===== src/rtl/mo_pkg.sv =====
`timescale 1ns/1ps
package mo_pkg;

    typedef enum logic {
        MEM_LOAD  = 1'b0,
        MEM_STORE = 1'b1
    } mem_kind_e;

    // Decide whether a younger operation must wait on an older live one.
    function automatic logic must_wait(
        input mem_kind_e young_kind,
        input mem_kind_e old_kind,
        input logic      young_fence,
        input logic      tags_equal
    );
        logic young_st;
        logic old_st;
        young_st = (young_kind == MEM_STORE);
        old_st   = (old_kind == MEM_STORE);
        return young_fence
             | (young_st & old_st)
             | ((young_st ^ old_st) & tags_equal);
    endfunction

endpackage


===== src/rtl/mo_slot_file.sv =====
`timescale 1ns/1ps
module mo_slot_file
    import mo_pkg::*;
#(
    parameter int NUM_SLOTS = 4,
    parameter int CMP_BITS  = 4,
    localparam int SLOT_W   = $clog2(NUM_SLOTS)
) (
    input  logic                               clk,
    input  logic                               rst,
    input  logic                               alloc_en,
    input  logic [SLOT_W-1:0]                  alloc_slot,
    input  mem_kind_e                          alloc_kind,
    input  logic                               alloc_fence,
    input  logic [CMP_BITS-1:0]                alloc_tag,
    input  logic                               free_en,
    input  logic [SLOT_W-1:0]                  free_slot,
    output logic                               alloc_take,
    output logic [NUM_SLOTS-1:0]               slot_valid,
    output mem_kind_e [NUM_SLOTS-1:0]          slot_kind,
    output logic [NUM_SLOTS-1:0]               slot_fence,
    output logic [NUM_SLOTS-1:0][CMP_BITS-1:0] slot_tag
);

    // A request to a live slot is dropped.
    assign alloc_take = alloc_en && !slot_valid[alloc_slot];

    for (genvar s = 0; s < NUM_SLOTS; s++) begin : g_slot
        logic hit_alloc;
        logic hit_free;
        assign hit_alloc = alloc_take && (alloc_slot == SLOT_W'(s));
        assign hit_free  = free_en && (free_slot == SLOT_W'(s));

        always_ff @(posedge clk) begin
            if (rst) begin
                slot_valid[s] <= 1'b0;
                slot_kind[s]  <= MEM_LOAD;
                slot_fence[s] <= 1'b0;
                slot_tag[s]   <= '0;
            end else if (hit_alloc) begin
                slot_valid[s] <= 1'b1;
                slot_kind[s]  <= alloc_kind;
                slot_fence[s] <= alloc_fence;
                slot_tag[s]   <= alloc_tag;
            end else if (hit_free) begin
                slot_valid[s] <= 1'b0;
                slot_fence[s] <= 1'b0;
            end
        end
    end

endmodule


===== src/rtl/mo_age_matrix.sv =====
`timescale 1ns/1ps
module mo_age_matrix #(
    parameter int NUM_SLOTS = 4,
    localparam int SLOT_W   = $clog2(NUM_SLOTS)
) (
    input  logic                              clk,
    input  logic                              rst,
    input  logic                              alloc_take,
    input  logic [SLOT_W-1:0]                 alloc_slot,
    input  logic                              free_en,
    input  logic [SLOT_W-1:0]                 free_slot,
    input  logic [NUM_SLOTS-1:0]              slot_valid,
    // older[y][o] = 1 when slot o was allocated before slot y
    output logic [NUM_SLOTS-1:0][NUM_SLOTS-1:0] older
);

    // Slots that are still live after this cycle's free.
    logic [NUM_SLOTS-1:0] survive;
    for (genvar s = 0; s < NUM_SLOTS; s++) begin : g_survive
        assign survive[s] = slot_valid[s] && !(free_en && free_slot == SLOT_W'(s));
    end

    for (genvar y = 0; y < NUM_SLOTS; y++) begin : g_row
        for (genvar o = 0; o < NUM_SLOTS; o++) begin : g_col
            if (y == o) begin : g_diag
                assign older[y][o] = 1'b0;
            end else begin : g_cell
                logic row_alloc;
                logic col_alloc;
                logic touch_free;
                assign row_alloc  = alloc_take && (alloc_slot == SLOT_W'(y));
                assign col_alloc  = alloc_take && (alloc_slot == SLOT_W'(o));
                assign touch_free = free_en &&
                                    (free_slot == SLOT_W'(y) || free_slot == SLOT_W'(o));
                always_ff @(posedge clk) begin
                    if (rst) begin
                        older[y][o] <= 1'b0;
                    end else if (row_alloc) begin
                        older[y][o] <= survive[o];
                    end else if (col_alloc || touch_free) begin
                        older[y][o] <= 1'b0;
                    end
                end
            end
        end
    end

endmodule


===== src/rtl/mo_hazard_eval.sv =====
`timescale 1ns/1ps
module mo_hazard_eval
    import mo_pkg::*;
#(
    parameter int NUM_SLOTS = 4,
    parameter int CMP_BITS  = 4
) (
    input  logic [NUM_SLOTS-1:0]                slot_valid,
    input  mem_kind_e [NUM_SLOTS-1:0]           slot_kind,
    input  logic [NUM_SLOTS-1:0]                slot_fence,
    input  logic [NUM_SLOTS-1:0][CMP_BITS-1:0]  slot_tag,
    input  logic [NUM_SLOTS-1:0][NUM_SLOTS-1:0] older,
    output logic [NUM_SLOTS-1:0]                rd_permit,
    output logic [NUM_SLOTS-1:0]                wr_permit
);

    logic [NUM_SLOTS-1:0][NUM_SLOTS-1:0] wait_on;
    logic [NUM_SLOTS-1:0]                held;

    for (genvar y = 0; y < NUM_SLOTS; y++) begin : g_young
        for (genvar o = 0; o < NUM_SLOTS; o++) begin : g_old
            assign wait_on[y][o] = older[y][o] && slot_valid[o] &&
                must_wait(slot_kind[y], slot_kind[o], slot_fence[y],
                          slot_tag[y] == slot_tag[o]);
        end
        assign held[y]      = |wait_on[y];
        assign rd_permit[y] = slot_valid[y] && !held[y] && (slot_kind[y] == MEM_LOAD);
        assign wr_permit[y] = slot_valid[y] && !held[y] && (slot_kind[y] == MEM_STORE);
    end

endmodule


===== src/rtl/mo_order_matrix.sv =====
`timescale 1ns/1ps
module mo_order_matrix
    import mo_pkg::*;
#(
    parameter int NUM_SLOTS = 4,
    parameter int ADDR_W    = 16,
    parameter int CMP_BITS  = 4,
    localparam int SLOT_W   = $clog2(NUM_SLOTS)
) (
    input  logic                 clk,
    input  logic                 rst,
    input  logic                 alloc_en,
    input  logic [SLOT_W-1:0]    alloc_slot,
    input  logic                 alloc_store,
    input  logic                 alloc_fence,
    input  logic [ADDR_W-1:0]    alloc_addr,
    input  logic                 free_en,
    input  logic [SLOT_W-1:0]    free_slot,
    output logic [NUM_SLOTS-1:0] rd_permit,
    output logic [NUM_SLOTS-1:0] wr_permit
);

    logic                                alloc_take;
    logic [NUM_SLOTS-1:0]                slot_valid;
    mem_kind_e [NUM_SLOTS-1:0]           slot_kind;
    logic [NUM_SLOTS-1:0]                slot_fence;
    logic [NUM_SLOTS-1:0][CMP_BITS-1:0]  slot_tag;
    logic [NUM_SLOTS-1:0][NUM_SLOTS-1:0] older;

    // High address bits are deliberately dropped: the compare is conservative.
    logic unused_addr_hi;
    assign unused_addr_hi = ^alloc_addr[ADDR_W-1:CMP_BITS];

    mo_slot_file #(
        .NUM_SLOTS (NUM_SLOTS),
        .CMP_BITS  (CMP_BITS)
    ) u_slots (
        .clk         (clk),
        .rst         (rst),
        .alloc_en    (alloc_en),
        .alloc_slot  (alloc_slot),
        .alloc_kind  (mem_kind_e'(alloc_store)),
        .alloc_fence (alloc_fence),
        .alloc_tag   (alloc_addr[CMP_BITS-1:0]),
        .free_en     (free_en),
        .free_slot   (free_slot),
        .alloc_take  (alloc_take),
        .slot_valid  (slot_valid),
        .slot_kind   (slot_kind),
        .slot_fence  (slot_fence),
        .slot_tag    (slot_tag)
    );

    mo_age_matrix #(
        .NUM_SLOTS (NUM_SLOTS)
    ) u_age (
        .clk        (clk),
        .rst        (rst),
        .alloc_take (alloc_take),
        .alloc_slot (alloc_slot),
        .free_en    (free_en),
        .free_slot  (free_slot),
        .slot_valid (slot_valid),
        .older      (older)
    );

    mo_hazard_eval #(
        .NUM_SLOTS (NUM_SLOTS),
        .CMP_BITS  (CMP_BITS)
    ) u_eval (
        .slot_valid (slot_valid),
        .slot_kind  (slot_kind),
        .slot_fence (slot_fence),
        .slot_tag   (slot_tag),
        .older      (older),
        .rd_permit  (rd_permit),
        .wr_permit  (wr_permit)
    );

endmodule


===== config.mk =====
export PLATFORM = sky130hd
export DESIGN_NAME = mo_order_matrix
export DESIGN_NICKNAME = d
export VERILOG_FILES = /design/src/rtl/mo_pkg.sv /design/src/rtl/mo_slot_file.sv /design/src/rtl/mo_age_matrix.sv /design/src/rtl/mo_hazard_eval.sv /design/src/rtl/mo_order_matrix.sv
export SDC_FILE = /design/constraint.sdc
export NUM_CORES = 1
export LEC_CHECK = 0
export ABC_AREA = 1
export CAP_MARGIN = 20
export CORE_MARGIN = 2
export CORE_UTILIZATION = 35
export DETAILED_ROUTE_END_ITERATION = 6
export HOLD_SLACK_MARGIN = 0.15
export PLACE_DENSITY = 0.62
export SYNTH_ARGS = -nofsm -noshare
export SYNTH_HDL_FRONTEND = slang
export SYNTH_SLANG_ARGS = --single-unit

===== constraint.sdc =====
create_clock -name clk -period 1.37 [get_ports clk]
set_input_delay 0.274 -clock clk [delete_from_list [all_inputs] [get_ports clk]]
set_output_delay 0.274 -clock clk [all_outputs]
set_load 0.01 [all_outputs]

==> impl_metrics.yaml <==
outcome:
  status: "complete, but fails checks"
  violations: "setup timing"
placement:
  dp_hpwl_um: 5220
  routabilityCongestion: 0.948
  placed_cell_area_sq_mm: 0.00308
  io_buffers: 21
  dp.cells: 505
floorplan:
  core_sq_mm: 0.00642
  die_area_sq_mm: 0.00743
  num_rows: 29
  die_w_um: 86.2
  start_util_pct: 36.8
  die_height_um: 86.2
  num_io_pins: 34
logic_synthesis:
  syn_area_sq_mm: 0.00236
  async_flop_share_pct: 0
  synth_compound_area_share_pct: 12.4
  synthMuxAreaShare_pct: 0
  synth_ff_type: "dfxtp_1"
  synth_cells: 365
  synth_top_family_by_area: "simple AND/OR/NAND/NOR gates"
  synthTopCellsByCount: "nand2_1, nor2_1, inv_1"
  synth.area.top_cells: "dfxtp_1, nand2_1, nor2_1"
  syn_nets: 401
  synth.top_cell.area_share_pct: 33.9
  avgSynthCellArea_sq_um: 6.48
  synth-simple-area-share_pct: 36.4
  synth_edf_count: 0
  synth_most_common_cell: "nand2_1"
  synth-xor-area-share_pct: 2.22
  synthAdderAreaFrac_pct: 5.29
  ys_ff_latch: 40
  yosysSeqAreaShare_pct: 33.9
  synth_top_area_cell: "dfxtp_1"
  ys_warn_count: 0
  synth.distinct_cells: 18
routing:
  drc: 0
  first_pass_iters: 4
  num_vias: 2712
  drt_iter0_drc: 142
  viasPerCell: 5.16
  wl_um: 8290
  drtAntennaViolNets: 0
  wl_per_cell_um: 15.8
sta:
  min_period_ps: 1990
  final_hold_viol_count: 0
  finalCritPeriodShare_pct: 145
  fmax_mhz: 502
  fin_setup_tns_ps: -7620
  finClkSkew_ps: 6.88
  drv_slew: 0
  setup_viol: 45
  grt_setup_unrepaired: "true"
  timing.slew.headroom_pct: 71.9
  fin_ws_ps: -622
  tightest_slew_ps: 420
final_layout:
  final_cells: 526
  num-fill-cells: 535
  drive_gt1_share_pct: 44.3
  areaGrowthSynthToFinish_pct: 67.0
  register_area_sq_um: 831
  nets: 484
  multi_input_area_sq_mm: 0.00186
  antennaDiodeCount: 0
  final_area_sq_mm: 0.00395
critical_path:
  reg2reg_slack_ps: -130
  slowest_stage: "dfxtp_4"
  end_kind: "output port"
  crit_top_cell: "nand2_2"
  path_max_fanout: 4
  path_class: "flop to output port"
  startpoint: "u_slots.slot_kind[0]$_SDFFE_PP0P_"
  start_kind: "flop"
  path_cells: "ha_4 > o21ai_2 > nor2_2 > nand3_2 > buf_6 > nand2_2 > nand2_2 > nand2_4 > nor3_2 > buf_2"
  reg2reg_to: "u_slots.slot_tag[1]$_SDFFE_PP0P_"
  max_stage_delay_ps: 390
  rr_startpoint: "u_slots.slot_valid[2]$_SDFFE_PP0P_"
  ff2ff_path_depth: 8
  cp.required_ps: 1100
  cp.arrival_ps: 1720
worst_hold_path:
  hold_class: "flop to flop"
  whs_endpoint: "u_age.older[2]$_SDFFE_PP0P_"
  whs_path_depth: 2
  hp-start: "u_age.older[2]$_SDFFE_PP0P_"
clock_tree:
  cts.sink_count: 40
  clk_pin_slew_ps: 90
  clk_path_buf_depth: 2
  cts_hold_buf: 0
  worstSkewPairLatency_ps: 300
  clockRootBuffer: "clkbuf_8"
  cts_made_buffers: 5
  cts_tree: "built"
  cts.htree.levels: 2
power:
  finalPower_mw: 3.37
  vdd_ir_drop_max_uv: 480
  total_leakage_power_nw: 1.74
  p_per_area_mw_per_mm2: 854
grt:
  overflow: 0
  grtUsageTotal_pct: 23.2
  grt_pass1_wl_um: 13300
  antenna_found_initial: 0
  grt_pass1_vias: 2753
  grt_start_max_net_pins: 41
flow_run:
  cap_violations: 0
==> report_power, final <==
group	total [mW]	internal, mW	switching (mW)
Clock	1.37	0.912	0.462
Sequential	1.27	1.20	0.0641
Combinational	0.729	0.339	0.391
Total	3.37	2.45	0.917
==> layer usage <==
metal | part of all wire, % | routed length [um] | global-route usage, %
met5 | 0 | 0 | 0
met4 | 2.9 | 242 | 8.66
met3 | 4.6 | 383 | 3.05
met2 | 50 | 4190 | 40.0
met1 | 42 | 3480 | 29.6
==> cell families after synthesis <==
kind of cell             after synthesis
adder cells (fa/ha/maj)               10
XOR/XNOR                               6
buffers and inverters                 54
AO/OA/AOI/OAI                         50
AND/OR/NAND/NOR                      205
flip-flops                            40
==> worst max-delay path: cells and delay by family (launching register included) <==
kind	cells	cell delay, ps
buffers and inverters	2	250
adders and majority gates	1	240
and+or+nand+nor	6	460
DFF	1	390
AOI/OAI and AO/OA	1	60
==> flip-flops by register name, summed over array words and instances (netlist names) <==
| name | cells |
|---|---|
| u_slots.slot_tag | 16 |
| u_age.older | 12 |
| u_slots.slot_fence | 4 |
| u_slots.slot_kind | 4 |
| u_slots.slot_valid | 4 |
==> placed cells by master, fill, tap and decap left out, types with 3 or more instances in the layout <==
| cell type | synthesis | final |
|---|---|---|
| o21ai_0 | 8 | 5 |
| dfxtp_1 | 40 | 28 |
| clkdlybuf4s50_1 | 0 | 11 |
| buf_6 | 4 | 10 |
| a21oi_2 | 0 | 16 |
| buf_12 | 0 | 4 |
| nor2_1 | 48 | 30 |
| ha_1 | 10 | 4 |
| buf_2 | 0 | 8 |
| bufinv_16 | 0 | 3 |
| a211oi_2 | 0 | 16 |
| buf_8 | 0 | 3 |
| nand4_1 | 13 | 13 |
| nand3_4 | 0 | 5 |
| dfxtp_2 | 0 | 6 |
| nand2_4 | 0 | 8 |
| nand3_1 | 11 | 5 |
| clkbuf_8 | 0 | 5 |
| nand2_2 | 0 | 14 |
| xnor2_1 | 6 | 6 |
| dfxtp_4 | 0 | 6 |
| a21oi_1 | 25 | 9 |
| nor2_4 | 1 | 11 |
| ha_4 | 0 | 6 |
| buf_16 | 0 | 3 |
| inv_4 | 0 | 3 |
| nor2_2 | 0 | 8 |
| nand2_1 | 119 | 97 |
| nand3_2 | 4 | 5 |
| buf_4 | 0 | 44 |
| inv_1 | 44 | 40 |
| nor3_2 | 0 | 8 |
==> worst max path at each step <==
stage	endpoint	slack (ps)
2_1_floorplan	rd_permit[1]	-60
3_3_place_gp	rd_permit[0]	-680
3_5_place_dp	wr_permit[0]	-720
4_1_cts	wr_permit[0]	-640
5_1_grt	rd_permit[0]	-700
6_report	rd_permit[0]	-620
==> final cells by class <==
| class | instances | share of cell area (%) |
|---|---|---|
| Inverter | 45 | 4.79 |
| Multi-Input combinational cell | 271 | 47.2 |
| Clock buffer | 5 | 1.74 |
| Tap cell | 77 | 2.44 |
| Sequential cell | 40 | 21.0 |
| Timing Repair Buffer | 85 | 20.5 |
| Clock inverter | 3 | 2.28 |
==> timing repair <==
item | in CTS | in global routing
pin swaps | 32 | 20
gates cloned | 3 | 0
gates resized for setup | 137 | 59
buffers inserted | 11 | 1
endpoints found under the setup margin | 48 | 48
==> stage by stage <==
step | hold WS (ps) | util, % | worst slack (ps)
after global placement | 481 | 47.9 | -682
after floorplan | 418 | - | -61.6
after global routing | 528 | 61.5 | -703
after CTS | 500 | 58.6 | -636
after detailed placement | 487 | 47.9 | -719
final | 497 | 61.5 | -622
(Power assumes the default switching activity.)
